File: config.mk
export PLATFORM = sky130hd
export DESIGN_NAME = bpar_xcvr
export DESIGN_NICKNAME = d
export VERILOG_FILES = /design/src/rtl/bpar_pkg.sv /design/src/rtl/bpar_side.sv /design/src/rtl/bpar_decode.sv /design/src/rtl/bpar_xcvr.sv
export SDC_FILE = /design/constraint.sdc
export NUM_CORES = 1
export LEC_CHECK = 0
export ABC_AREA = 1
export BUFFER_PORTS_ARGS = -buffer_cell sky130_fd_sc_hd__buf_4
export CORE_AREA = 2 2 39 41
export DETAILED_ROUTE_END_ITERATION = 8
export DIE_AREA = 0 0 41 43
export PLACE_DENSITY_LB_ADDON = 0.08
export SLEW_MARGIN = 10
export SYNTH_ARGS = -nofsm -noshare
export SYNTH_HDL_FRONTEND = slang
export SYNTH_SLANG_ARGS = --single-unit
File: constraint.sdc
create_clock -name vclk -period 1.85
set_input_delay 0.0925 -clock vclk [all_inputs]
set_output_delay 0.0925 -clock vclk [all_outputs]
set_load 0.05 [all_outputs]
File: src/rtl/bpar_pkg.sv
package bpar_pkg;

    typedef enum logic [2:0] {
        MODE_CHK_AB,
        MODE_CHK_BA,
        MODE_CHK_BOTH,
        MODE_GEN,
        MODE_PASS_AB,
        MODE_PASS_BA,
        MODE_IDLE
    } bpar_mode_t;

endpackage

File: src/rtl/bpar_side.sv
module bpar_side #(
    parameter int DATA_W = 8
) (
    input  logic [DATA_W-1:0] data,
    input  logic              par_in,
    input  logic              odd_sel,
    output logic              chk_n,
    output logic              gen_par
);
    logic data_odd;

    always_comb begin
        data_odd = ^data;
        // good when (data ones + parity bit) matches the selected sense
        chk_n    = ~(data_odd ^ par_in ^ odd_sel);
        // level that brings this bus to the selected sense
        gen_par  = data_odd ^ odd_sel;
    end
endmodule

File: src/rtl/bpar_decode.sv
module bpar_decode
    import bpar_pkg::*;
(
    input  logic       a2b_en_n,
    input  logic       b2a_en_n,
    input  logic       func_sel_n,
    output bpar_mode_t mode
);
    always_comb begin
        unique case ({func_sel_n, a2b_en_n, b2a_en_n})
            3'b001:  mode = MODE_CHK_AB;
            3'b010:  mode = MODE_CHK_BA;
            3'b011:  mode = MODE_CHK_BOTH;
            3'b000:  mode = MODE_GEN;
            3'b101:  mode = MODE_PASS_AB;
            3'b110:  mode = MODE_PASS_BA;
            3'b100:  mode = MODE_IDLE;
            3'b111:  mode = MODE_IDLE;
            default: mode = MODE_IDLE;
        endcase
    end
endmodule

File: src/rtl/bpar_xcvr.sv
module bpar_xcvr
    import bpar_pkg::*;
#(
    parameter int DATA_W = 8
) (
    input  logic [DATA_W-1:0] data_a,
    input  logic              par_a,
    input  logic [DATA_W-1:0] data_b,
    input  logic              par_b,
    input  logic              a2b_en_n,
    input  logic              b2a_en_n,
    input  logic              func_sel_n,
    input  logic              odd_sel,
    output logic              par_a_out,
    output logic              par_a_oe,
    output logic              par_b_out,
    output logic              par_b_oe,
    output logic              chk_a_n,
    output logic              chk_a_oe,
    output logic              chk_b_n,
    output logic              chk_b_oe
);
    bpar_mode_t mode;
    logic       a_chk_n, a_gen, b_chk_n, b_gen;
    logic       pa_v, pb_v, ca_v, cb_v;

    bpar_decode u_dec (
        .a2b_en_n  (a2b_en_n),
        .b2a_en_n  (b2a_en_n),
        .func_sel_n(func_sel_n),
        .mode      (mode)
    );

    bpar_side #(.DATA_W(DATA_W)) u_side_a (
        .data   (data_a),
        .par_in (par_a),
        .odd_sel(odd_sel),
        .chk_n  (a_chk_n),
        .gen_par(a_gen)
    );

    bpar_side #(.DATA_W(DATA_W)) u_side_b (
        .data   (data_b),
        .par_in (par_b),
        .odd_sel(odd_sel),
        .chk_n  (b_chk_n),
        .gen_par(b_gen)
    );

    // output process: drive enables and raw values per mode
    always_comb begin
        par_a_oe = 1'b0; par_b_oe = 1'b0; chk_a_oe = 1'b0; chk_b_oe = 1'b0;
        pa_v     = 1'b0; pb_v     = 1'b0; ca_v     = 1'b0; cb_v     = 1'b0;
        unique case (mode)
            MODE_CHK_AB: begin
                chk_a_oe = 1'b1; ca_v = a_chk_n;
                par_b_oe = 1'b1; pb_v = par_a;
            end
            MODE_CHK_BA: begin
                chk_b_oe = 1'b1; cb_v = b_chk_n;
                par_a_oe = 1'b1; pa_v = par_b;
            end
            MODE_CHK_BOTH: begin
                chk_a_oe = 1'b1; ca_v = a_chk_n;
                chk_b_oe = 1'b1; cb_v = b_chk_n;
            end
            MODE_GEN: begin
                par_a_oe = 1'b1; pa_v = a_gen;
                par_b_oe = 1'b1; pb_v = b_gen;
            end
            MODE_PASS_AB: begin
                par_b_oe = 1'b1; pb_v = par_a;
            end
            MODE_PASS_BA: begin
                par_a_oe = 1'b1; pa_v = par_b;
            end
            MODE_IDLE: begin
            end
            default: begin
            end
        endcase
    end

    assign par_a_out = par_a_oe & pa_v;
    assign par_b_out = par_b_oe & pb_v;
    assign chk_a_n   = chk_a_oe & ca_v;
    assign chk_b_n   = chk_b_oe & cb_v;

    always_comb begin
        // a side never carries its own flag while its parity is driven
        if (par_a_oe) assert_a_side_excl_R3: assert (!chk_a_oe)
            else $error("R3: side A flag and parity both driven");
        if (par_b_oe) assert_b_side_excl_R4: assert (!chk_b_oe)
            else $error("R4: side B flag and parity both driven");
        // a driven A flag agrees with the side's total parity
        if (chk_a_oe) assert_chk_a_sense_R1: assert (chk_a_n == (($countones({data_a, par_a}) % 2 == 1) == odd_sel))
            else $error("R1: side A flag wrong");
        if (chk_b_oe) assert_chk_b_sense_R2: assert (chk_b_n == (($countones({data_b, par_b}) % 2 == 1) == odd_sel))
            else $error("R2: side B flag wrong");
        // both parities driven means each bus reaches the selected sense
        if (par_a_oe && par_b_oe) assert_gen_sense_R6: assert (
            (($countones({data_a, par_a_out}) % 2 == 1) == odd_sel) &&
            (($countones({data_b, par_b_out}) % 2 == 1) == odd_sel))
            else $error("R6: generated parity wrong");
        // forwarding mode drives no flag
        if (func_sel_n) assert_no_flag_fwd_R7: assert (!chk_a_oe && !chk_b_oe)
            else $error("R7: flag driven with function select high");
        // undriven outputs read zero
        assert_quiet_zero_R8: assert ((par_a_oe || !par_a_out) && (par_b_oe || !par_b_out) &&
                                      (chk_a_oe || !chk_a_n) && (chk_b_oe || !chk_b_n))
            else $error("R8: undriven output not zero");
    end
endmodule

==> results.tsv <==
stage	metric	value	unit
run_status	outcome	finished clean	
synthesis	Post-synth top cells	sky130_fd_sc_hd__nand2_1 (44), sky130_fd_sc_hd__inv_1 (19), sky130_fd_sc_hd__nand3_1 (10)	
setup_path	longest individual stage delay on the worst path	200	ps
setup_path	Setup crit start kind	input port	
floorplan	total die area	1760	sq um
cells_and_area	layout clock buffer count	0	
clocking	count of buffers added by post-CTS timing repair for setup	0	
synthesis	number of nets produced by synthesis	127	
cells_and_area	fraction of final layout cells sized beyond drive strength 1	28.8	%
timing	setup_tns	0	ps
clocking	post-cts repair resize count	0	
hold_path	worst hold-check path type	in2out	
setup_path	worst path bufs/invs	4	
synthesis	cell area after synthesis	515	sq um
synthesis	multiplexer share of the synthesized area	0	%
synthesis	count of cell types in the netlist	17	
placement	IO buf count	30	
synthesis	count of synthesis-stage warnings from yosys	0	
floorplan	die boundary width	41	um
synthesis	largest family of logic cells by synthesized area	simple AND/OR/NAND/NOR gates	
hold_path	hold depth	3	
synthesis	Syn Inst Count	103	
synthesis	most frequent cell after synthesis	sky130_fd_sc_hd__nand2_1	
clocking	Post-CTS Hold Fix Bufs	0	
hold_path	Worst Hold Path EP	par_b_oe	
global_routing	total gr overflow	0	
route	total number of vias	662	
synthesis	share of synthesized cell area in full adder, half adder and majority cells	4.85	%
timing	final count of negative-setup-slack endpoints	0	
synthesis	Area contributors post-synth	sky130_fd_sc_hd__nand2_1 (32%), sky130_fd_sc_hd__inv_1 (14%), sky130_fd_sc_hd__nand3_1 (9.7%)	
route	antenna-violating nets left	0	
global_routing	maximum number of pins on one net before global-route repair	8	
route	routed wire length	1120	um
placement	dpl cells	148	
timing	final hold violation count	0	
cells_and_area	number of sequential cells	0	
floorplan	effective utilization at floorplan	37.3	%
power	combinational group share of total power	100.0	%
setup_path	highest-delay cell along the critical path	sky130_fd_sc_hd__buf_4	
setup_path	worst setup path start	a2b_en_n	
floorplan	I/O pin total	30	
synthesis	post-synthesis compound-gate area fraction	8.25	%
setup_path	crit path cell chain	buf_4 > inv_1 > ha_1 > inv_1 > o21ai_2 > nor2_1 > nand2_1 > o21ai_1 > a21boi_2 > buf_4	
synthesis	fraction of synthesized cell area in xor and xnor cells	13.3	%
cells_and_area	number of standard cells in the layout, taps in and fillers out	148	
floorplan	die outline height	43	um
placement	placement-stage cell area	752	sq um
timing	max-slew violation total from the final report	0	
global_routing	Overall Global Routing Usage	15.6	%
power	peak supply drop	0.166	mV
global_routing	first-pass GRT wire length	2100	um
setup_path	CP endpoint kind	primary output	
cells_and_area	Area Overhead vs Synth	45.9	%
timing	Max Fclk	765	MHz
placement	placer congestion estimate	0.683	
synthesis	simple-gate portion of the synthesized area	57.5	%
synthesis	area share of the largest cell type after synthesis	32.0	%
floorplan	standard-cell rows	14	
hold_path	startpoint of the lowest-slack hold path	a2b_en_n	
cells_and_area	n_diodes	0	
power	share of total power in the clock network	0	%
power	proportion of total power due to net switching	59.6	%
floorplan	area of the core	1380	sq um
setup_path	CP Data Arrival Time	1220	ps
synthesis	Seq/Total Area, Yosys	0	%
route	router iterations before antenna repair	4	
setup_path	worst setup path category	in2out	
power	Switch Pwr	0.147	mW
power	sequential share of power	0	%
timing	RSZ-0062 raised after global routing	no	
placement	placed wire-length estimate	1050	um
power	Pwr per Cell Area	327	nW/um^2
synthesis	cell type with the largest total area after synthesis	sky130_fd_sc_hd__nand2_1	
job	Max-cap violations	0	
cells_and_area	fill count	156	
timing	portion of the clock cycle consumed by the worst path in the final layout	70.7	%
timing	Least-Margin Pin Slew	200	ps
route	routed wire length per instance	7.57	um
setup_path	required time at the endpoint of the critical path	1760	ps
route	Initial DRC Count	4	
power	leak pwr	0.473	nW
route	vias per std cell	4.47	
setup_path	top fanout value on the critical path	4	
global_routing	number of antenna violations at the first check in global routing	0	
global_routing	vias in the first global route	606	
route	Residual DRC	0	
timing	Hold Worst Slack	520	ps
cells_and_area	sequential cell area	0	sq um
setup_path	dominant delay contributor by cell family on the critical path	buffers and inverters	
timing	Max transition margin	86.6	%
timing	clock period minus final worst setup slack	1310	ps
cells_and_area	count of nets after finishing	158	
synthesis	average cell area after synthesis	5.00	sq um
power	internal power contribution	0.0994	mW
cells_and_area	Finished Cell Area	752	sq um
==> per-stage QoR <==
stage	power, mW	setup WS (ps)	utilization (%)
global route	0.280	422	54.3
global placement	0.244	558	54.3
detailed placement	0.249	538	54.3
floorplan	0.166	1.17	-
finish	0.246	542	54.3
CTS	0.250	538	54.3
==> cells in the final DEF (no fill, tap or decap), drive strengths merged <==
cell / count
a21boi: 2
inv: 19
nand3: 12
buf: 30
a21oi: 1
nor2: 7
xor2: 4
nand2: 46
o21ai: 3
ha: 2
xnor2: 3
nand3b: 3
==> logic make-up (layout without fill, tap and decap cells) <==
kind of cell | Yosys count | after routing
AND/OR/NAND/NOR | 68 | 68
buffers and inverters | 20 | 49
XOR/XNOR | 7 | 7
AO/OA/AOI/OAI | 6 | 6
adder cells (fa/ha/maj) | 2 | 2
==> layout make-up <==
| cell class | instances | area (sq um) | area share, % |
|---|---|---|---|
| well taps | 16 | 20.0 | 2.66 |
| inverters | 19 | 71.3 | 9.48 |
| multi-input cells | 83 | 435 | 57.9 |
| repair buffers | 30 | 225 | 30.0 |
==> power by group through the flow <==
stage                     Clock [mW]  Sequential [mW]  Combinational, mW
after floorplan                    0                0              0.166
after global placement             0                0              0.244
after detailed placement           0                0              0.249
after CTS                          0                0              0.250
after global routing               0                0              0.280
final                              0                0              0.246
==> routing by layer <==
layer / track usage (%) / up-vias / share of wire [%]
met1: 17.5 / 281 / 38
met3: 0 / 0 / 5.2
li1: - / 368 / -
met2: 31.6 / 13 / 57
met5: 0 / - / 0
met4: 0 / 0 / 0
==> worst max path at each step <==
stage,cells after the start,to
floorplan,7,par_b_out
global placement,9,par_b_out
detailed placement,9,par_b_out
CTS,9,par_b_out
global route,10,par_b_out
finish,10,par_b_out
No activity file was read; power rests on OpenSTA's default activity.
